### config.mk
export PLATFORM = sky130hd
export DESIGN_NAME = wdt_timer
export DESIGN_NICKNAME = d
export VERILOG_FILES = /design/src/rtl/wdt_pkg.sv /design/src/rtl/wdt_regs.sv /design/src/rtl/wdt_prescaler.sv /design/src/rtl/wdt_core.sv /design/src/rtl/wdt_timer.sv
export SDC_FILE = /design/constraint.sdc
export NUM_CORES = 1
export LEC_CHECK = 0
export ABC_AREA = 1
export BUFFER_PORTS_ARGS = -buffer_cell sky130_fd_sc_hd__buf_4
export CORE_UTILIZATION = 30
export CTS_CLUSTER_DIAMETER = 80
export DETAILED_ROUTE_END_ITERATION = 12
export PLACE_DENSITY_LB_ADDON = 0.05
export SETUP_SLACK_MARGIN = 0.02
export SYNTH_ARGS = -nofsm -noshare
export SYNTH_HDL_FRONTEND = slang
export SYNTH_SLANG_ARGS = --single-unit
### constraint.sdc
create_clock -name clk -period 2 [get_ports clk]
set_input_delay 0.2 -clock clk [delete_from_list [all_inputs] [get_ports clk]]
set_output_delay 0.2 -clock clk [all_outputs]
set_load 0.05 [all_outputs]
### src/rtl/wdt_pkg.sv
package wdt_pkg;

    localparam int BUS_W = 16;

    // Control word layout, MSB first (bits 15..0)
    typedef struct packed {
        logic [6:0] rsv_hi;    // 15:9 read as zero
        logic       up;        // 8
        logic       en;        // 7
        logic       periodic;  // 6
        logic       wd;        // 5
        logic       rsv_mid;   // 4 read as zero
        logic [1:0] psc;       // 3:2
        logic       irq_en;    // 1
        logic       pd_off;    // 0
    } wdt_ctrl_t;

    localparam logic [BUS_W-1:0] CTRL_WMASK = 16'h01EF;

    typedef enum logic [1:0] {
        A_CTRL  = 2'd0,
        A_LOAD  = 2'd1,
        A_CLEAR = 2'd2,
        A_COUNT = 2'd3
    } wdt_addr_e;

    typedef enum logic [1:0] {
        PSC_DIV1   = 2'd0,
        PSC_DIV16  = 2'd1,
        PSC_DIV256 = 2'd2,
        PSC_RSVD   = 2'd3
    } wdt_psc_e;

endpackage

### src/rtl/wdt_regs.sv
module wdt_regs
    import wdt_pkg::*;
#(
    parameter int CNT_W = 16
) (
    input  logic             clk,
    input  logic             rst_n,
    input  logic             bus_wr_i,
    input  logic [1:0]       bus_addr_i,
    input  logic [BUS_W-1:0] bus_wdata_i,
    input  logic [CNT_W-1:0] count_i,
    output wdt_ctrl_t        ctrl_o,
    output logic [CNT_W-1:0] load_o,
    output logic             start_o,
    output logic             clear_o,
    output logic [BUS_W-1:0] rdata_o
);

    typedef struct packed {
        wdt_ctrl_t        ctrl;
        logic             locked;
        logic [CNT_W-1:0] load;
    } regs_st_t;

    regs_st_t  st_d, st_q;
    wdt_ctrl_t wr_word;

    assign wr_word = wdt_ctrl_t'(bus_wdata_i & CTRL_WMASK);

    always_comb begin
        st_d    = st_q;
        start_o = 1'b0;
        clear_o = 1'b0;
        if (bus_wr_i) begin
            case (wdt_addr_e'(bus_addr_i))
                A_CTRL: begin
                    if (!st_q.locked) begin
                        st_d.ctrl   = wr_word;
                        st_d.locked = 1'b1;
                        start_o     = wr_word.en;
                    end
                end
                A_LOAD:  st_d.load = bus_wdata_i[CNT_W-1:0];
                A_CLEAR: clear_o   = 1'b1;
                default: ;
            endcase
        end
    end

    always_comb begin
        case (wdt_addr_e'(bus_addr_i))
            A_CTRL:  rdata_o = BUS_W'(st_q.ctrl);
            A_LOAD:  rdata_o = BUS_W'(st_q.load);
            A_COUNT: rdata_o = BUS_W'(count_i);
            default: rdata_o = '0;
        endcase
    end

    always_ff @(posedge clk or negedge rst_n) begin
        if (!rst_n) begin
            st_q <= '0;
        end else begin
            st_q <= st_d;
        end
    end

    assign ctrl_o = st_q.ctrl;
    assign load_o = st_q.load;

    AST_CTRL_ONCE: assert property (@(posedge clk) disable iff (!rst_n) st_q.locked |=> $stable(st_q.ctrl)) else $error("control changed after lock");
    AST_CLEAR_READS_ZERO: assert property (@(posedge clk) disable iff (!rst_n) (bus_addr_i == 2'd2) |-> (rdata_o == '0)) else $error("clear address read nonzero");

endmodule

### src/rtl/wdt_prescaler.sv
module wdt_prescaler
    import wdt_pkg::*;
#(
    parameter int MID_LOG = 4,
    parameter int HI_LOG  = 8
) (
    input  logic       clk,
    input  logic       rst_n,
    input  logic       tick_i,
    input  logic       run_i,
    input  logic       restart_i,
    input  logic [1:0] psc_i,
    output logic       step_o
);

    localparam logic [HI_LOG-1:0] LIM_MID = HI_LOG'((1 << MID_LOG) - 1);
    localparam logic [HI_LOG-1:0] LIM_HI  = '1;

    typedef struct packed {
        logic [HI_LOG-1:0] pre;
    } pre_st_t;

    pre_st_t           st_d, st_q;
    logic [HI_LOG-1:0] limit;

    always_comb begin
        case (wdt_psc_e'(psc_i))
            PSC_DIV16:  limit = LIM_MID;
            PSC_DIV256: limit = LIM_HI;
            default:    limit = '0;
        endcase
    end

    always_comb begin
        st_d   = st_q;
        step_o = 1'b0;
        if (restart_i) begin
            st_d.pre = '0;
        end else if (tick_i && run_i) begin
            if (st_q.pre >= limit) begin
                st_d.pre = '0;
                step_o   = 1'b1;
            end else begin
                st_d.pre = st_q.pre + 1'b1;
            end
        end
    end

    always_ff @(posedge clk or negedge rst_n) begin
        if (!rst_n) begin
            st_q <= '0;
        end else begin
            st_q <= st_d;
        end
    end

    AST_DIV1_EVERY_TICK: assert property (@(posedge clk) disable iff (!rst_n) ((psc_i == 2'd0) && tick_i && run_i && !restart_i) |-> step_o) else $error("divide-by-one missed a tick");
    AST_FROZEN_PRESCALE: assert property (@(posedge clk) disable iff (!rst_n) (!run_i && !restart_i) |=> $stable(st_q.pre)) else $error("prescaler moved while stopped");

endmodule

### src/rtl/wdt_core.sv
module wdt_core #(
    parameter int CNT_W = 16
) (
    input  logic             clk,
    input  logic             rst_n,
    input  logic             up_i,
    input  logic             en_i,
    input  logic             periodic_i,
    input  logic             wd_i,
    input  logic             irq_en_i,
    input  logic [CNT_W-1:0] load_i,
    input  logic             start_i,
    input  logic             clear_i,
    input  logic             step_i,
    output logic [CNT_W-1:0] count_o,
    output logic             irq_o,
    output logic             rst_req_o
);

    localparam logic [CNT_W-1:0] ONE = CNT_W'(1);

    typedef struct packed {
        logic [CNT_W-1:0] cnt;
        logic             irq;
        logic             rst_req;
    } core_st_t;

    core_st_t st_d, st_q;
    logic     clr_evt;
    logic     expire;

    assign clr_evt = clear_i && wd_i && en_i;
    assign expire  = step_i && wd_i && (st_q.cnt <= ONE);

    always_comb begin
        st_d         = st_q;
        st_d.rst_req = 1'b0;
        if (start_i) begin
            st_d.cnt = load_i;
        end else if (clr_evt) begin
            st_d.cnt = load_i;
            st_d.irq = 1'b0;
        end else if (step_i) begin
            if (wd_i) begin
                if (expire) begin
                    st_d.cnt = load_i;
                    if (irq_en_i) begin
                        st_d.irq = 1'b1;
                    end else begin
                        st_d.rst_req = 1'b1;
                    end
                end else begin
                    st_d.cnt = st_q.cnt - ONE;
                end
            end else if (up_i) begin
                st_d.cnt = (periodic_i && (st_q.cnt == load_i)) ? '0 : st_q.cnt + ONE;
            end else begin
                st_d.cnt = (periodic_i && (st_q.cnt == '0)) ? load_i : st_q.cnt - ONE;
            end
        end
    end

    always_ff @(posedge clk or negedge rst_n) begin
        if (!rst_n) begin
            st_q <= '0;
        end else begin
            st_q <= st_d;
        end
    end

    assign count_o   = st_q.cnt;
    assign irq_o     = st_q.irq;
    assign rst_req_o = st_q.rst_req;

    AST_CLEAR_RELOAD: assert property (@(posedge clk) disable iff (!rst_n) clr_evt |=> (st_q.cnt == $past(load_i))) else $error("clear did not reload");
    AST_IDLE_HOLD: assert property (@(posedge clk) disable iff (!rst_n) !(start_i || clr_evt || step_i) |=> $stable(st_q.cnt)) else $error("count moved without cause");
    AST_IRQ_STICKY: assert property (@(posedge clk) disable iff (!rst_n) (st_q.irq && !clr_evt) |=> st_q.irq) else $error("irq dropped without clear");
    AST_IRQ_REPLACES_RESET: assert property (@(posedge clk) disable iff (!rst_n) irq_en_i |-> !st_q.rst_req) else $error("reset request while irq selected");
    AST_WD_COUNTS_DOWN: assert property (@(posedge clk) disable iff (!rst_n) (step_i && wd_i && !start_i && !clr_evt && (st_q.cnt > ONE)) |=> (st_q.cnt == $past(st_q.cnt) - ONE)) else $error("watchdog did not count down");

endmodule

### src/rtl/wdt_timer.sv
module wdt_timer
    import wdt_pkg::*;
#(
    parameter int CNT_W       = 16,
    parameter int PRE_MID_LOG = 4,
    parameter int PRE_HI_LOG  = 8
) (
    input  logic             clk,
    input  logic             rst_n,
    input  logic             tick_i,
    input  logic             pd_i,
    input  logic             bus_wr_i,
    input  logic [1:0]       bus_addr_i,
    input  logic [15:0]      bus_wdata_i,
    output logic [15:0]      bus_rdata_o,
    output logic [CNT_W-1:0] count_o,
    output logic             irq_o,
    output logic             rst_req_o
);

    wdt_ctrl_t        ctrl;
    logic [CNT_W-1:0] load;
    logic             start;
    logic             clear;
    logic             step;
    logic             run;

    assign run = ctrl.en && !(ctrl.pd_off && pd_i);

    wdt_regs #(.CNT_W(CNT_W)) u_regs (
        .clk         (clk),
        .rst_n       (rst_n),
        .bus_wr_i    (bus_wr_i),
        .bus_addr_i  (bus_addr_i),
        .bus_wdata_i (bus_wdata_i),
        .count_i     (count_o),
        .ctrl_o      (ctrl),
        .load_o      (load),
        .start_o     (start),
        .clear_o     (clear),
        .rdata_o     (bus_rdata_o)
    );

    wdt_prescaler #(.MID_LOG(PRE_MID_LOG), .HI_LOG(PRE_HI_LOG)) u_pre (
        .clk       (clk),
        .rst_n     (rst_n),
        .tick_i    (tick_i),
        .run_i     (run),
        .restart_i (start),
        .psc_i     (ctrl.psc),
        .step_o    (step)
    );

    wdt_core #(.CNT_W(CNT_W)) u_core (
        .clk        (clk),
        .rst_n      (rst_n),
        .up_i       (ctrl.up),
        .en_i       (ctrl.en),
        .periodic_i (ctrl.periodic),
        .wd_i       (ctrl.wd),
        .irq_en_i   (ctrl.irq_en),
        .load_i     (load),
        .start_i    (start),
        .clear_i    (clear),
        .step_i     (step),
        .count_o    (count_o),
        .irq_o      (irq_o),
        .rst_req_o  (rst_req_o)
    );

    AST_PD_FREEZE: assert property (@(posedge clk) disable iff (!rst_n) (ctrl.en && ctrl.pd_off && pd_i && !(bus_wr_i && (bus_addr_i == 2'd2))) |=> $stable(count_o)) else $error("count moved during power-down");
    AST_DISABLED_HOLD: assert property (@(posedge clk) disable iff (!rst_n) (!ctrl.en && !start) |=> $stable(count_o)) else $error("count moved while disabled");

endmodule

## Word level (Yosys, flattened, before mapping)

Index checks and enable logic that the tools add are counted.

| operators by class | value |
|---|---|
| add/subtract/negate cells | 3 |
| $lt $le $gt $ge | 2 |
| eq/ne operators | 6 |
| muxes and demuxes | 27 |
| bitwise gates (word level) | 2 |
| reductions and logical operators | 22 |

Operators with widths:

| cell | count |
|---|---|
| $mux 16 | 6 |
| $pmux 16 s3 | 1 |
| $mux 8 | 3 |
| $mux 18 | 1 |
| $mux 17 | 1 |
| $add 16x1->16 const B | 1 |
| $eq 16x16->1 | 1 |
| $le 16x1->1 const B | 1 |
| $logic_not 16->1 | 1 |
| $pmux 8 s2 | 1 |
| $sub 16x1->16 const B | 1 |
| $mux 1 | 12 |
| $reduce_bool 2->1 | 5 |
| $logic_and 1x1->1 | 9 |
| $add 8x1->8 const B | 1 |
| $ge 8x8->1 | 1 |
| $eq 2x2->1 const B | 3 |
| $reduce_and 5->1 | 1 |
| $eq 2x1->1 const B | 2 |
| $mux 2 | 2 |
| $reduce_and 2->1 | 2 |
| $reduce_and 3->1 | 1 |
| $reduce_bool 3->1 | 1 |
| $logic_not 2->1 | 1 |
| 2 further kinds | 3 |

| storage, ports and cells | value |
|---|---|
| register bits | 51 |
| input port bits | 23 |
| output and inout bits | 34 |

## Longest topological paths before layout

| logic depth | value |
|---|---|
| depth in word-level cells | 13 |
| gate-level depth with buffers | 17 |

## By module

A second synthesis with hierarchy kept.

| second synthesis, totals | value |
|---|---|
| cell total of the unflattened synthesis | 799 |
| area, all modules | 4977.3 µm² |

By module, submodules not included:

| module | times used | cells each | area an instance (µm²) | sequential area each (µm²) |
|---|---|---|---|---|
| wdt_core | 1 | 515 | 2841.5 | 450.4 |
| wdt_regs | 1 | 207 | 1530.2 | 625.6 |
| wdt_prescaler | 1 | 75 | 593.1 | 200.2 |
| wdt_timer | 1 | 2 | 12.5 | 0.0 |

## Worst setup path after synthesis

OpenSTA, ideal clock, no wires.

| timing | value |
|---|---|
| kind | register to register |
| start point | register u_core.st_q (netlist bit u_core.count_o[0]) |
| end point | register u_core.st_q (netlist bit u_core.count_o[3]) |
| data arrival time | 2.067 ns |
| data required time | 1.883 ns |
| slack | -0.184 ns |
| cell stages (with the launch flop) | 12 |
| period minus slack after synthesis | 2.184 ns |
| cell sequence | dfrtp_1 clkinv_1 ha_1 nand2_4 nor2_8 nand3_4 buf_6 nand2_1 o211ai_1 nand3_1 nand3_1 nand2_1 |

| on the way | value |
|---|---|
| longest elaborated chain between the ends | 8 |

RTL lines:

| item | RTL line | source |
|---|---|---|
| from (decl) | wdt_core.sv:28 | `core_st_t st_d, st_q;` |
| from (signal assigned) | wdt_core.sv:67 | `st_q <= st_d;` |
| parallel branches: the longest is 4 deep, another holds $sub 16x1->16 | - |  |
| $mux 16 (*) | wdt_core.sv:44 | `if (wd_i) begin` |
| $mux 18 (*) | wdt_core.sv:43 | `end else if (step_i) begin` |
| $mux 17 (*) | wdt_core.sv:40 | `end else if (clr_evt) begin` |
| $mux 16 (*) | wdt_core.sv:38 | `if (start_i) begin` |

Every way passes the cells marked *. The select of a mux whose other input is x is not followed.
A chain may end at the register's enable or synchronous reset.

## Final worst setup path

| timing | value |
|---|---|
| start point | register u_regs.st_q (netlist bit u_regs.ctrl_o[3]) |
| end point | register u_core.st_q (netlist bit u_core.count_o[7]) |

| on the way | value |
|---|---|
| longest elaborated chain between the ends | 13 |

RTL lines:

| item | RTL line | source |
|---|---|---|
| from (decl) | wdt_regs.sv:25 | `regs_st_t st_d, st_q;` |
| from (signal assigned) | wdt_regs.sv:63 | `st_q <= st_d;` |
| $eq 2x2->1 or $eq 2x1->1 (tied branches) | wdt_prescaler.sv:27 | `case (wdt_psc_e'(psc_i))` |
| $pmux 8 s2 (*) | wdt_prescaler.sv:27 |  |
| $ge 8x8->1 (*) | wdt_prescaler.sv:40 | `if (st_q.pre >= limit) begin` |
| $mux 1 (*) | wdt_prescaler.sv:40 |  |
| $mux 1 (*) | wdt_prescaler.sv:39 | `end else if (tick_i && run_i) begin` |
| $mux 1 (*) | wdt_prescaler.sv:37 | `if (restart_i) begin` |
| $logic_and 1x1->1 (2 in a row) | wdt_core.sv:33 | `assign expire = step_i && wd_i && (st_q.cnt <= ONE);` |
| $mux 16 | wdt_core.sv:45 | `if (expire) begin` |
| $mux 16 | wdt_core.sv:44 |  |
| $mux 18 | wdt_core.sv:43 |  |
| $mux 17 | wdt_core.sv:40 |  |
| $mux 16 | wdt_core.sv:38 |  |

Every way passes the cells marked *; elsewhere a longest branch is shown, timed or not. The select of a mux whose other input is x is not followed.

==> impl_results.md <==
* Detailed placer's ending HPWL at 12.3 mm
* Placed standard-cell area at 5430 um2
* Vias post-DR at 4809
* Average wire length per cell after detail routing at about 17 um
* Leading register cell type out of synthesis: dfrtp_1
* Count of maximum capacitance violations at 0
* Post-synth EDFFs at 0
* GP Congestion at 0.835
* Yosys synthesis warning count at 0
* Number of clock sinks seen by CTS at 51
* Number of cells produced by synthesis at about 670
* Global-route usage over all layers at 22.7%
* Number of rows created at floorplan at between 40 and 50
* Synthesized area at 4420 um2
* Class of the worst hold path: primary input to register
* Clock power share at 12.2%
* Avg Inst Size Synth at 6.61 um2
* Max H-tree Level at 2
* CP arrival at 2370 ps
* Die area at around 15000 um2
* Port bufs at 56
* RSZ-0062 raised after global routing: true
* Drt drc at 0
* Insertion delay to the later sink of the worst-skew pair at 310 ps
* Area share of and/or/nand/nor cells after synthesis at 40.0%
* CTS max path bufs at 2
* Final max-slew violation count at 0
* Proportion of synthesized area in mux cells at 0%
* Final Setup Violations at 20
* Final worst clock skew at 10.6 ps
* WS Path Type: register to register
* Critical path data required time at 2250 ps
* Total non-filler cell area in the finished layout at roughly 5900 um2
* Global-route wire length before repair at 25.6 mm
* Post-synth net total at around 700
* Antenna fix cells at 0
* Leakage power total at 0.00299 uW
* Reported net switching power at about 4000 uW
* Met1 Wirelength at 8.18 mm
* Largest fanout on the critical path at 8
* Relative contribution of combinational cells to total power at 64.5%
* Setup Slack @ Placement at -125 ps
* Remaining number of nets flagged by the antenna check after routing at 0
* Die X at about 120 um
* Placeable core region at 14500 um2
* Final design utilization at between 40% and 50%
* Count of placed standard cells including taps at 949
* Vertical die dimension at 123 um
* Sequential share of power at a little under a quarter
* I/O pin cnt at 57
* Result of the run: finished with violations
* Post-Layout Cell Count at 962
* Vias in the first global route at between 4000 and 5000
* TritonCTS Buffers at 5
* Initial antenna violation count at 0
* Max Clk Rate at 472 MHz
* Total gr overflow at 0
* Hold violation count in the final report at 0
* CTS tree: yes
* Worst path setup slack after routing at -119 ps
* Net switching share of the total power at 52.3%
* Portion of the clock cycle consumed by the worst path in the final layout at 106%
* Adder-cell area share of the yosys netlist at 2.83%
* Worst vdd rail ir drop at 0.000463 V
* Worst rel slew slack at 50.7%
* Internal Dissipation at around 3600 uW
* Total iterations of the first detailed-routing run at 5
* Yosys cell types at 35
* Share of synthesized flip-flops with an asynchronous set or reset at 100%
* Total Routed Length at 16.6 mm
* Clock slew seen by the registers of the worst setup and hold paths at 80 ps
* Setup crit end kind: register
* DR WL met2 at approximately 7.5 mm
* Highest metal layer used by the detailed router: met4
* Net count reported at finish at between 800 and 900
* Final worst path period need at 2120 ps
* Element type at the critical path start: register
* Area overhead of the layout relative to synthesis at 34.0%
* Share of post-route cells with drive strength above 1 at 29.6%
* Initial core utilization at between 30% and 40%
* Buffer type at the clock tree root: clkbuf_16
* Largest net degree at the start of global routing at 52
* Post-synthesis compound-gate area fraction at 12.0%
* Worst-margin pin slew at 740 ps
* Proportion of synthesized chip area in sequential cells at 28.8%
* Via density per instance at 5.00
* Post-synthesis share of cell area spent on xor and xnor gates at 3.76%
* P per Cell Area at 1290 nW/um2
* DR WL met3 at approximately 800 um
* Number of storage elements in the synthesis netlist at 51
* Violations in the final reports: negative setup slack
* DR iter-0 viols at around 420
* Main combinational cell family by area after synthesis: simple AND/OR/NAND/NOR gates
## registers in the layout (all words and copies together), names as in the netlist
name and cells:
u_core.count_o 16, u_core.irq_o 1, u_core.rst_req_o 1, u_pre.st_q 8
u_regs.ctrl_o 8, u_regs.load_o 16, u_regs.st_q 1
## area by class of cell
class	instances	area, um2
Tap cell	184	230
Fill cell	1515	8550
Clock buffer	6	129
Inverter	92	350
Sequential cell	51	1280
Multi-Input combinational cell	501	2910
Timing Repair Buffer	126	1020
Clock inverter	2	17.5
## cells by family after synthesis
kind of cell             after synthesis
AO/OA/AOI/OAI                         86
XOR/XNOR                              19
adder cells (fa/ha/maj)               10
buffers and inverters                117
flip-flops                            51
AND/OR/NAND/NOR                      386
## final timing paths
check	end	start	slack (ps)	cells past startpoint
max reg2reg	u_core.count_o[7]	u_regs.ctrl_o[3]	-120	15
min	u_regs.ctrl_o[1]	bus_wdata_i[1]	120	3
max in group asynchronous	u_core.count_o[0]	rst_n	970	2
max	u_core.count_o[7]	u_regs.ctrl_o[3]	-120	15
min in group asynchronous	u_core.count_o[6]	rst_n	500	2
min reg2reg	u_regs.st_q[16]	u_regs.st_q[16]	500	2
## cell usage in the layout (no fill, tap or decap), types with 2 or more instances in the layout
cell type / synthesis / layout
nor3_1: 3 / 2
nand2_2: 6 / 16
nor2_2: 7 / 8
o221ai_1: 8 / 8
nand4_1: 14 / 14
dfrtp_1: 51 / 49
nand3_2: 5 / 28
o22ai_1: 24 / 24
clkinv_4: 0 / 2
buf_6: 12 / 2
o211ai_1: 6 / 6
a21oi_1: 23 / 19
nor2_8: 2 / 2
inv_2: 7 / 10
nand3_1: 87 / 64
o21ai_0: 17 / 16
nor2_4: 5 / 6
buf_4: 2 / 118
inv_1: 83 / 79
a21oi_2: 1 / 5
o21bai_1: 3 / 2
ha_4: 0 / 6
dfrtp_2: 0 / 2
xor2_1: 19 / 19
clkinv_1: 2 / 2
buf_12: 0 / 5
nand2_1: 183 / 166
nand2_4: 3 / 10
clkbuf_16: 0 / 5
nor2_1: 69 / 67
ha_1: 10 / 4
## power by group through the flow
stage	Combinational, uW	Clock, uW	Sequential (uW)
floorplan	2710	0	2160
global placement	4590	0	1780
detailed placement	4590	0	1770
CTS	4640	943	1760
global route	5400	974	1840
finish	4930	930	1780
## cells in the mapped netlist (all sizes together) (6+ instances only)
library cell / n / share of area (%)
nor2: 83 / 9.0
o211ai: 6 / 1.0
nand2: 192 / 17
clkbuf: 10 / 1.3
a21oi: 24 / 2.8
dfrtp: 51 / 29
nand3: 93 / 11
xor2: 19 / 3.8
inv: 90 / 7.6
o22ai: 24 / 3.4
o221ai: 8 / 1.6
buf: 15 / 3.5
ha: 10 / 2.8
o21ai: 17 / 1.9
nand4: 14 / 2.0
## per-stage QoR
| stage | hold slack, ps | setup TNS [ps] | power (uW) |
|---|---|---|---|
| final | 118 | -1630 | 7640 |
| after global routing | 122 | -3810 | 8210 |
| after CTS | 113 | -1100 | 7350 |
| after detailed placement | 313 | -1750 | 6360 |
| after global placement | 315 | -715 | 6370 |
| after floorplan | -95.6 | 0 | 4870 |
## layer usage
metal | GRT usage, % | vias to the layer above
met5 | 0 | -
met3 | 2.72 | 11
li1 | - | 2396
met1 | 33.6 | 2254
met4 | 4.52 | 0
met2 | 35.1 | 148
## worst max-delay path: stages, from the launching register on
cell	delay [ps]
dfrtp_1	440
ha_4	280
ha_4	260
nand2_1	50
nand2_1	60
nand2_1	50
nand2_1	60
nand2_2	70
nand2_4	90
nand2_4	90
nor2_4	180
buf_12	160
nand2_4	50
nand3_2	70
nand3_2	70
nand2_1	70
## what timing repair did
item                       CTS  global route
buffers inserted             0             4
pin swaps                    4            32
hold endpoints to repair    51             0
hold buffers                 1             0
resized for setup           11            56
setup endpoints to repair   20            21
No activity file was read; power rests on OpenSTA's default activity.
